### src/rtl/amod_pkg.sv
package amod_pkg;
  typedef enum logic {
    MOD_ALL_LEVELS = 1'b0,
    MOD_LAST_LEVEL = 1'b1
  } amod_mode_e;
endpackage

### src/rtl/amod_carrier.sv
module amod_carrier #(
  parameter int HW       = 8,
  parameter int MW       = 4,
  parameter int MIN_HALF = 4
) (
  input  logic          clk,
  input  logic          rst_n,
  input  logic [HW-1:0] half_in,
  input  logic [MW-1:0] ratio_in,
  output logic [HW-1:0] car_o,
  output logic [HW-1:0] half_o
);
  localparam int PW = HW + 1;
  localparam int CW = MW + 2;

  logic [PW-1:0] pos_q;
  logic [CW-1:0] cnt_q;
  logic [HW-1:0] half_q;
  logic [MW-1:0] m_q;

  logic          at_start;
  logic [HW-1:0] half_live, half_eff;
  logic [MW-1:0] m_live, m_eff;
  logic [CW-1:0] cnt_lim;
  logic          pos_wrap, cnt_wrap;

  function automatic logic [HW-1:0] car_of(input logic [PW-1:0] pos, input logic [HW-1:0] h);
    if (pos < {1'b0, h}) return pos[HW-1:0];
    return HW'({h, 1'b0} - pos);
  endfunction

  always_comb begin
    at_start  = (pos_q == '0) && (cnt_q == '0);
    half_live = (half_in < HW'(MIN_HALF)) ? HW'(MIN_HALF) : half_in;
    m_live    = (ratio_in == '0) ? MW'(1) : ratio_in;
    half_eff  = at_start ? half_live : half_q;
    m_eff     = at_start ? m_live : m_q;
    cnt_lim   = CW'(m_eff) * CW'(3) - CW'(1);
    pos_wrap  = (pos_q == ({half_eff, 1'b0} - PW'(1)));
    cnt_wrap  = (cnt_q == cnt_lim);
    car_o     = car_of(pos_q, half_eff);
    half_o    = half_eff;
  end

  always_ff @(posedge clk) begin
    if (!rst_n) begin
      pos_q  <= '0;
      cnt_q  <= '0;
      half_q <= HW'(MIN_HALF);
      m_q    <= MW'(1);
    end else begin
      if (at_start) begin
        half_q <= half_live;
        m_q    <= m_live;
      end
      if (pos_wrap) begin
        pos_q <= '0;
        cnt_q <= cnt_wrap ? '0 : cnt_q + CW'(1);
      end else begin
        pos_q <= pos_q + PW'(1);
      end
    end
  end

  // carrier level never rises above the half-period in force
  p_car_peak_r6: assert property (@(posedge clk) disable iff (!rst_n)
    car_o <= half_o);

  // settings in force change only at an output-period start
  p_hold_settings_r7: assert property (@(posedge clk) disable iff (!rst_n)
    !at_start |-> (half_eff == $past(half_eff) && m_eff == $past(m_eff)));
endmodule

### src/rtl/amod_fill.sv
module amod_fill #(
  parameter int N_MOD = 4,
  parameter int VW    = 10,
  parameter int IW    = 2,
  parameter int SW    = 13
) (
  input  logic                clk,
  input  logic                rst_n,
  input  logic [VW-1:0]       arm_ref,
  input  logic [N_MOD*VW-1:0] mod_v,
  input  logic [N_MOD*IW-1:0] prio,
  output logic [N_MOD-1:0]    fill_mask,
  output logic [SW-1:0]       fill_sum,
  output logic                has_next,
  output logic [IW-1:0]       next_idx,
  output logic [VW-1:0]       next_v
);
  always_comb begin
    fill_mask = '0;
    fill_sum  = '0;
    has_next  = 1'b0;
    next_idx  = '0;
    next_v    = '0;
    for (int s = 0; s < N_MOD; s++) begin
      logic [IW-1:0] id;
      logic [VW-1:0] v;
      id = prio[s*IW +: IW];
      v  = mod_v[id*VW +: VW];
      if (!has_next) begin
        if (fill_sum + SW'(v) <= SW'(arm_ref)) begin
          fill_mask[id] = 1'b1;
          fill_sum      = fill_sum + SW'(v);
        end else begin
          has_next = 1'b1;
          next_idx = id;
          next_v   = v;
        end
      end
    end
  end

  // enabled sum never overshoots the reference
  p_fill_under_r2: assert property (@(posedge clk) disable iff (!rst_n)
    fill_sum <= SW'(arm_ref));

  // the walk stops only where the next module would overshoot
  p_fill_stop_r2: assert property (@(posedge clk) disable iff (!rst_n)
    has_next |-> (fill_sum + SW'(next_v) > SW'(arm_ref)));

  // the candidate is not already among the enabled modules
  p_next_idle_r3: assert property (@(posedge clk) disable iff (!rst_n)
    has_next |-> !fill_mask[next_idx]);
endmodule

### src/rtl/amod_decide.sv
module amod_decide
  import amod_pkg::*;
#(
  parameter int N_MOD = 4,
  parameter int VW    = 10,
  parameter int IW    = 2,
  parameter int SW    = 13,
  parameter int HW    = 8
) (
  input  logic             clk,
  input  logic             rst_n,
  input  amod_mode_e       mode,
  input  logic [VW-1:0]    arm_ref,
  input  logic [VW-1:0]    bnd_hi,
  input  logic [VW-1:0]    bnd_lo,
  input  logic [N_MOD-1:0] fill_mask,
  input  logic [SW-1:0]    fill_sum,
  input  logic             has_next,
  input  logic [IW-1:0]    next_idx,
  input  logic [VW-1:0]    next_v,
  input  logic [HW-1:0]    car,
  input  logic [HW-1:0]    half,
  output logic [N_MOD-1:0] en_c
);
  localparam int PW = VW + HW;

  logic [VW-1:0] residual, res_sat;
  logic          top_band, bot_band, pwm_zone, pwm_on, nlc_up;

  // residual/v > car/half, compared without a divider
  function automatic logic duty_on(input logic [VW-1:0] res, input logic [VW-1:0] v,
                                   input logic [HW-1:0] c, input logic [HW-1:0] h);
    return (PW'(res) * PW'(h)) > (PW'(c) * PW'(v));
  endfunction

  always_comb begin
    residual = VW'(SW'(arm_ref) - fill_sum);
    res_sat  = (residual > next_v) ? next_v : residual;
    top_band = (fill_sum + SW'(next_v)) > SW'(bnd_hi);
    bot_band = fill_sum <= SW'(bnd_lo);
    pwm_zone = has_next && ((mode == MOD_ALL_LEVELS) || top_band || bot_band);
    pwm_on   = pwm_zone && duty_on(res_sat, next_v, car, half);
    nlc_up   = has_next && !pwm_zone && ({1'b0, residual, 1'b0} > {2'b00, next_v});
    en_c     = fill_mask;
    if (pwm_on || nlc_up) en_c[next_idx] = 1'b1;
  end

  // at most the single candidate module differs from the filled set
  p_one_extra_r3: assert property (@(posedge clk) disable iff (!rst_n)
    $countones(en_c ^ fill_mask) <= 1);

  // nothing left to modulate when every module fits
  p_full_static_r5: assert property (@(posedge clk) disable iff (!rst_n)
    !has_next |-> (en_c == fill_mask));

  // a zero residual never switches the candidate on
  p_zero_res_r4: assert property (@(posedge clk) disable iff (!rst_n)
    (has_next && residual == '0) |-> (en_c == fill_mask));
endmodule

### src/rtl/amod_arm_modulator.sv
module amod_arm_modulator
  import amod_pkg::*;
#(
  parameter int N_MOD    = 4,
  parameter int VW       = 10,
  parameter int HW       = 8,
  parameter int MW       = 4,
  parameter int MIN_HALF = 4,
  parameter int IW       = (N_MOD > 1) ? $clog2(N_MOD) : 1
) (
  input  logic                clk,
  input  logic                rst_n,
  input  logic                mode,
  input  logic [VW-1:0]       arm_ref,
  input  logic [VW-1:0]       bnd_hi,
  input  logic [VW-1:0]       bnd_lo,
  input  logic [N_MOD*VW-1:0] mod_v,
  input  logic [N_MOD*IW-1:0] prio,
  input  logic [HW-1:0]       car_half,
  input  logic [MW-1:0]       ratio_m,
  output logic [N_MOD-1:0]    mod_en
);
  localparam int SW = VW + IW + 1;

  logic [HW-1:0]    car, half;
  logic [N_MOD-1:0] fill_mask, en_c;
  logic [SW-1:0]    fill_sum;
  logic             has_next;
  logic [IW-1:0]    next_idx;
  logic [VW-1:0]    next_v;
  amod_mode_e       mode_e;

  assign mode_e = amod_mode_e'(mode);

  amod_carrier #(.HW(HW), .MW(MW), .MIN_HALF(MIN_HALF)) u_car (
    .clk(clk), .rst_n(rst_n), .half_in(car_half), .ratio_in(ratio_m),
    .car_o(car), .half_o(half)
  );

  amod_fill #(.N_MOD(N_MOD), .VW(VW), .IW(IW), .SW(SW)) u_fill (
    .clk(clk), .rst_n(rst_n), .arm_ref(arm_ref), .mod_v(mod_v), .prio(prio),
    .fill_mask(fill_mask), .fill_sum(fill_sum), .has_next(has_next),
    .next_idx(next_idx), .next_v(next_v)
  );

  amod_decide #(.N_MOD(N_MOD), .VW(VW), .IW(IW), .SW(SW), .HW(HW)) u_dec (
    .clk(clk), .rst_n(rst_n), .mode(mode_e), .arm_ref(arm_ref),
    .bnd_hi(bnd_hi), .bnd_lo(bnd_lo), .fill_mask(fill_mask), .fill_sum(fill_sum),
    .has_next(has_next), .next_idx(next_idx), .next_v(next_v),
    .car(car), .half(half), .en_c(en_c)
  );

  always_ff @(posedge clk) begin
    if (!rst_n) mod_en <= '0;
    else        mod_en <= en_c;
  end

  // output is one registered step behind the decision logic
  p_one_cycle_r1: assert property (@(posedge clk) disable iff (!rst_n)
    $past(rst_n) |-> (mod_en == $past(en_c)));
endmodule

### config.mk
export PLATFORM = sky130hd
export DESIGN_NAME = amod_arm_modulator
export DESIGN_NICKNAME = d
export VERILOG_FILES = /design/src/rtl/amod_pkg.sv /design/src/rtl/amod_carrier.sv /design/src/rtl/amod_fill.sv /design/src/rtl/amod_decide.sv /design/src/rtl/amod_arm_modulator.sv
export SDC_FILE = /design/constraint.sdc
export NUM_CORES = 1
export LEC_CHECK = 0
export BUFFER_PORTS_ARGS = -buffer_cell sky130_fd_sc_hd__clkbuf_2
export CELL_PAD_IN_SITES_DETAIL_PLACEMENT = 1
export CELL_PAD_IN_SITES_GLOBAL_PLACEMENT = 2
export CORE_MARGIN = 1.5
export CORE_UTILIZATION = 35
export CTS_CLUSTER_DIAMETER = 30
export CTS_CLUSTER_SIZE = 16
export DETAILED_ROUTE_END_ITERATION = 6
export GPL_TIMING_DRIVEN = 0
export HOLD_SLACK_MARGIN = 0.1
export PLACE_DENSITY = 0.89
export SYNTH_ARGS = -nofsm -noshare
export SYNTH_HDL_FRONTEND = slang
export SYNTH_SLANG_ARGS = --single-unit
### constraint.sdc
create_clock -name clk -period 23.9 [get_ports clk]
set_input_delay 1.195 -clock clk [delete_from_list [all_inputs] [get_ports clk]]
set_output_delay 1.195 -clock clk [all_outputs]
set_load 0.1 [all_outputs]
==> impl_results.md, run 1 <==
- DRT Pass-1 Iters: 5
- Worst Setup Start Kind: input port
- Syn nets: 2,171
- Primary FF master, synth: dfxtp_1
- GRT met3 Usage: under 10%
- Global-route wire length before repair: 76,200 um
- Routed vias/inst: 5.74
- Worst-skew pair later-pin latency: 0.29 ns
- Min Clock Period, post-route: 23.12 ns
- Initial DRC count: just under 700
- Largest net degree at the start of global routing: 12
- Seq cells post-synth: 31
- Final WS setup: between 0.7 and 0.8 ns
- Layout cells sized above 1: 17.8%
- TritonCTS buffer count: 5
- Final Hold Viols: 0
- Placed cell area: 15,200 sq um
- Tcrit/Tclk final: 96.7%
- Core Area: 39,600 sq um
- Commonest non-fill, non-tap cell in the layout: inv_1
- Slowest cell on crit path: a2111oi_0
- Die X: 203 um
- Outcome: completed
- Num rows: 73
- DRC errors left: 0
- Gr ovfl total: 0
- Ys Warns: 0
- Buffers added on ports: 92
- Most Used Layer, Global Route: met2
- Worst Path Class, Setup: input port to register
- Hold WC Path Type: register to register
- Initial antenna violation count: 0
- Die height: roughly 200 um
- M2 GR Usage: ~42%
- Area growth syn-to-layout: 16.7%
- Post-Syn Area: 14,100 sq um
- Clk sinks: 31
- Antenna diodes: 0
- Critical path data arrival time: around 23 ns
- Layout Nets: between 2,000 and 2,500
- Max_cap viols: 0
- Vias in the first global route: 14,307
- Wire length per cell: 20.7 um
- Total GRT Usage: 23.3%
- Cells after synthesis: 1,727
- Antenna Nets Post-Route: 0
- Clock slew at reported path FFs: around 0.06 ns
- Most frequent cells in the layout: inv_1, ha_1, nor2_1
- Slew Limit Fails: 0
- Die area: 41,400 sq um
- Largest stage delay, worst path: 0.82 ns
- Setup crit end kind: register
- CTS tree: built
- Post-DP HPWL: about 41,000 um
- WP data required: 24.06 ns
- EDFF count, synth: 0
- H-tree depth: 2
- Via count: between 10,000 and 15,000
- Fmax: 43.3 MHz
- Clock Tree Buf Depth: 2
- Final wirelength: 49,700 um
- Pre-CTS setup slack: -6.00 ns
- Crit Path Max Fanout: 10
- Worst-margin pin slew: 1.18 ns
- Fin Hold WS: 0.555 ns
- Max transition margin: 18.8%
- I/O pin count: 97
- Top cell by count, worst path: inv_1
- Met1 usage: 29.7%
- Clk_skew: 0.00583 ns
- Ys async rst share: 0%
- CTS root buffer: clkbuf_16
- Initial Util: around 35%
- Setup Viol. Count Final: 0
- Synth unique cells: 87
- Post-layout util: 41.4%
- Seq/Total Area, Yosys: 4.42%
- GP Congestion: 0.954
- Mean Syn Cell Area: 8.14 sq um
- Post-route cell area: 16,400 sq um
synth_stat cells (8+ instances only):
library cell / instances / share of area (%)
inv_1: 263 / 7.0
ha_1: 248 / 22
nor2_1: 182 / 4.9
fa_1: 103 / 15
nand2_1: 103 / 2.8
a21oi_1: 80 / 2.8
xnor2_1: 51 / 3.2
o21ai_0: 47 / 1.7
nand3_1: 44 / 1.6
mux2i_1: 40 / 2.8
clkbuf_1: 39 / 1.0
mux4_2: 38 / 6.1
a21o_1: 35 / 1.9
xor2_1: 33 / 2.1
dfxtp_1: 31 / 4.4
nor3_1: 31 / 1.1
nand2b_1: 23 / 1.0
nand4_1: 22 / 0.98
nor2b_1: 22 / 0.98
o21a_1: 20 / 1.1
and2_1: 17 / 0.76
a211oi_1: 15 / 0.80
mux2_2: 15 / 1.2
o211ai_1: 13 / 0.69
or2_2: 13 / 0.58
o21bai_1: 12 / 0.64
a31oi_1: 10 / 0.45
and3_1: 10 / 0.45
nor4_1: 10 / 0.45
a211o_1: 9 / 0.56
a2bb2oi_1: 8 / 0.50
o31ai_1: 8 / 0.43
critical path: cells and delay by family:
kind | cells | cell delay [ns]
fa+ha+maj | 17 | 6.26
mux | 4 | 1.15
buf+inv | 24 | 3.15
xor+xnor | 4 | 0.76
compound gates | 30 | 5.90
simple gates | 27 | 4.79
area by class of cell:
cell class,count,area [sq um]
clock buffer,5,125
buffer,49,344
fill,4794,23200
tap,525,657
sequential,31,621
timing repair buffer,139,826
multi-input combinational,1379,12800
inverter,267,1000
clock inverter,3,43.8
state kept, by name, summed over array words and instances, names as in the netlist:
name,count
u_car.cnt_q,6
u_car.half_q,8
u_car.pos_q,9
u_car.m_q,4
mod_en,4
timing repair:
item                                    4_1_cts  5_1_grt
pin swaps                                    14       33
endpoints found under the setup margin        4        4
hold endpoints to repair                      0        0
setup buffers                                18       29
hold buffers                                  0        0
gates resized for setup                      95       67
cell families (layout without fill, tap and decap cells):
logic type,Yosys count,in the layout,share of synthesized area [%]
AO/OA/AOI/OAI,334,334,16.7
XOR/XNOR,84,84,5.24
adder cells (fa/ha/maj),351,351,36.8
buffers and inverters,317,463,8.66
flip-flops,31,31,4.42
multiplexers,95,95,10.3
AND/OR/NAND/NOR,515,515,17.9
per-stage QoR:
stage          setup TNS, ns  cells
2_1_floorplan              0   1727
3_3_place_gp          -21.44   2344
3_5_place_dp          -23.77   2344
4_1_cts                    0   2369
5_1_grt               -0.647   2398
6_report                   0   2398
final timing paths:
kind / slack, ns / from / endpoint / cells past startpoint
worst max-delay path: 0.78 / prio[0] / mod_en[3] / 106
worst min-delay path: 0.55 / u_car.cnt_q[1] / u_car.cnt_q[1] / 2
worst max register to register: 12.63 / u_car.pos_q[0] / mod_en[3] / 38
worst min register to register: 0.55 / u_car.cnt_q[1] / u_car.cnt_q[1] / 2
layer usage:
layer,wire length [um],vias up
met5,0,-
met4,1470,0
met3,1940,88
met2,25100,353
met1,21200,6968
li1,-,6348
Power of run 1 is not shown: default switching activity piles up to over one toggle a cycle in this logic, so the estimate is an artifact.
==> inputs of run 2 (changes only) <==
Settings changed: PLACE_DENSITY 0.89 to 0.88, SYNTH_HIERARCHICAL from default to 1.
==> run 2 against run 1 <==
Compared with the run above:
- synthesized cell count up 1.6%
- critical path type unchanged
- largest cell class unchanged
- first-iteration DRC count grew 9.7%
- non-clock buffer count fell by 19
- cell count rose by 0.38%
- flip-flop and latch count stayed put
==> impl_results.md, run 2 <==
- Outcome: completed (unchanged)
- Seq cells post-synth: 31 (unchanged)
- Synth top cells by count: inv_1, ha_1, nand2_1 (was inv_1, ha_1, nor2_1)
- WP buf/inv: 15 (was 24)
- I/O pin count: 97 (unchanged)
- TritonCTS buffer count: 5 (unchanged)
- Largest stage delay, worst path: 0.61 ns (was 0.82 ns)
- DRC errors left: 0 (unchanged)
- Top reg by flops: u_car/pos_q (was u_car.pos_q)
- Ranking of synthesized cells by area: ha_1, fa_1, inv_1 (unchanged)
- Die X: 206 um (was 203 um)
- Crit path depth: 97 (was 106)
- Clock Tree Buf Depth: 2 (unchanged)
- CTS tree: built (unchanged)
- Setup Viol. Count Final: 0 (unchanged)
- Primary FF master, synth: dfxtp_1 (unchanged)
- Max reg flops: 9 (unchanged)
- Final WS setup: 0.808 ns (was 0.785 ns)
- CTS root buffer: clkbuf_16 (unchanged)
- Max transition margin: 12.4% (was 18.8%)
- Buffers added on ports: 93 (was 92)
- DRT Pass-1 Iters: 5 (unchanged)
- Core Area: 40,700 sq um (was 39,600 sq um)
- Antenna diodes: 0 (unchanged)
- Area growth syn-to-layout: 12.0% (was 16.7%)
- Min Clock Period, post-route: 23.09 ns (was 23.12 ns)
- Top cell type by total area after synthesis: ha_1 (unchanged)
- Vias in the first global route: 14,603 (was 14,307)
- Commonest non-fill, non-tap cell in the layout: inv_1 (unchanged)
- Worst-skew pair later-pin latency: 0.28 ns (was 0.29 ns)
- Hold WC Path Type: register to register (unchanged)
- Die height: 206 um (was 203 um)
- Clk_skew: 0.00434 ns (was 0.00583 ns)
- Fmax: 43.3 MHz (about the same)
- Fin Hold WS: 0.586 ns (was 0.555 ns)
- Post-Syn Area: 14,400 sq um (was 14,100 sq um)
- Largest registers: u_car/pos_q: 9 flops, u_car/half_q: 8 flops, u_car/cnt_q: 6 flops (was u_car.pos_q: 9 flops, u_car.half_q: 8 flops, u_car.cnt_q: 6 flops)
- Via count: 13,547 (was 13,757)
- Placed cell area: 15,600 sq um (was 15,200 sq um)
- Num rows: 74 (was 73)
- Final Hold Viols: 0 (unchanged)
- Post-layout util: 39.6% (was 41.4%)
- Most frequent cells in the layout: inv_1, ha_1, nand2_1 (was inv_1, ha_1, nor2_1)
- Filler Cell Count: 4,965 (was 4,794)
- EDFF count, synth: 0 (unchanged)
- Post-route cell area: 16,100 sq um (was 16,400 sq um)
- Max_cap viols: 0 (unchanged)
- Initial antenna violation count: 1 (was 0)
- Hold Path Cell Cnt: 2 (unchanged)
- WP data required: 24.07 ns (was 24.06 ns)
- Crit Path Max Fanout: 10 (unchanged)
- Top cell by count, worst path: ha_1 (was inv_1)
- Layout Nets: 2,315 (was 2,316)
- Global-route wire length before repair: 78,100 um (was 76,200 um)
- Tcrit/Tclk final: 96.6% (was 96.7%)
- Post-DP HPWL: 40,600 um (was 40,900 um)
- Largest net degree at the start of global routing: 13 (was 12)
- Initial DRC count: 756 (was 689)
- Die area: 42,400 sq um (was 41,400 sq um)
- Critical path data arrival time: 23.26 ns (was 23.28 ns)
- Reg2Reg Depth: 38 (unchanged)
- Layout cells sized above 1: 14.3% (was 17.8%)
- Cells after synthesis: 1,754 (was 1,727)
- Mean Syn Cell Area: 8.21 sq um (was 8.14 sq um)
- Total GRT Usage: 23.2% (was 23.3%)
- Final wirelength: 48,000 um (was 49,700 um)
- Initial Util: 35.4% (about the same)
- Worst-margin pin slew: 1.31 ns (was 1.18 ns)
- H-tree depth: 2 (unchanged)
- Clk sinks: 31 (unchanged)
- Number of hold buffers added after CTS: 0 (unchanged)
- Synth unique cells: 99 (was 87)
- Setup crit end kind: register (unchanged)
- Worst Path Class, Setup: input port to register (unchanged)
- Ys async rst share: 0% (unchanged)
- Gr ovfl total: 0 (unchanged)
- Slowest cell on crit path: mux4_2 (was a2111oi_0)
- Most frequent cell after synthesis: inv_1 (unchanged)
- Delay-heaviest family, CP: compound AO/OA/AOI/OAI gates (was adder cells)
- Clock slew at reported path FFs: 0.06 ns (about the same)
- Pre-CTS setup slack: -1.63 ns (was -6.00 ns)
- Top cell type's share of synthesized area: 21.3% (was 22.1%)
- Wire length per cell: 19.9 um (was 20.7 um)
- Seq/Total Area, Yosys: 4.31% (was 4.42%)
- Worst Setup Start Kind: input port (unchanged)
- Routed vias/inst: 5.63 (was 5.74)
- Slew Limit Fails: 0 (unchanged)
- Antenna Nets Post-Route: 0 (unchanged)
- GP Congestion: 0.943 (was 0.954)
- Ys Warns: 6 (was 0)
-- run 2: layout make-up --
cell class	count	area [sq um]	share of cell area, %
clock buffers	6	129	0.799
inverters	248	935	5.79
flip-flops and latches	31	621	3.85
well taps	532	666	4.13
repair buffers	111	601	3.72
plain buffers	58	330	2.05
multi-input cells	1419	12800	79.6
clock inverters	2	12.5	0.0776
-- run 2: cell families (layout without fill, tap and decap cells) --
group / Yosys count / after routing / synth area share [%]
AND/OR/NAND/NOR: 558 / 558 / 20.3
AO/OA/AOI/OAI: 352 / 352 / 17.1
buffers and inverters: 306 / 425 / 8.41
multiplexers: 69 / 69 / 8.80
flip-flops: 31 / 31 / 4.31
adder cells (fa/ha/maj): 348 / 348 / 35.6
other: 1 / 3 / 0.0260
XOR/XNOR: 89 / 89 / 5.41
-- run 2: repair_timing --
action	4_1_cts	5_1_grt
pin swaps	3	9
resized for setup	23	55
endpoints found under the setup margin	4	4
setup buffers	6	10
-- run 2: tightest hold or removal path: cells and delay by family (launching register included) --
family / cells / cell delay [ns]
flops: 1 / 0.35
mux: 1 / 0.11
simple gates: 1 / 0.09
-- run 2: layer usage --
metal / vias up / wire [um] / global-route usage, %
met4: 0 / 874 / 4.43
met1: 6774 / 22000 / 31.0
met3: 57 / 2200 / 2.00
met5: - / 0 / 0
met2: 323 / 23000 / 40.6
li1: 6393 / - / -
-- run 2: metrics by stage --
| step | setup TNS, ns | std cells |
|---|---|---|
| 4_1_cts | 0 | 2397 |
| 3_3_place_gp | -4.61 | 2381 |
| 5_1_grt | -0.479 | 2407 |
| 2_1_floorplan | 0 | 1756 |
| 3_5_place_dp | -6.47 | 2383 |
| 6_report | 0 | 2407 |
-- run 2: path summary, 6_finish.rpt --
| path | from | to | slack, ns |
|---|---|---|---|
| max reg2reg | u_car/pos_q[0] | mod_en[1] | 13.32 |
| min | u_car/half_q[1] | u_car/half_q[1] | 0.59 |
| max | prio[0] | mod_en[1] | 0.81 |
| min reg2reg | u_car/half_q[1] | u_car/half_q[1] | 0.59 |
Power of run 2 is left out for the same reason.
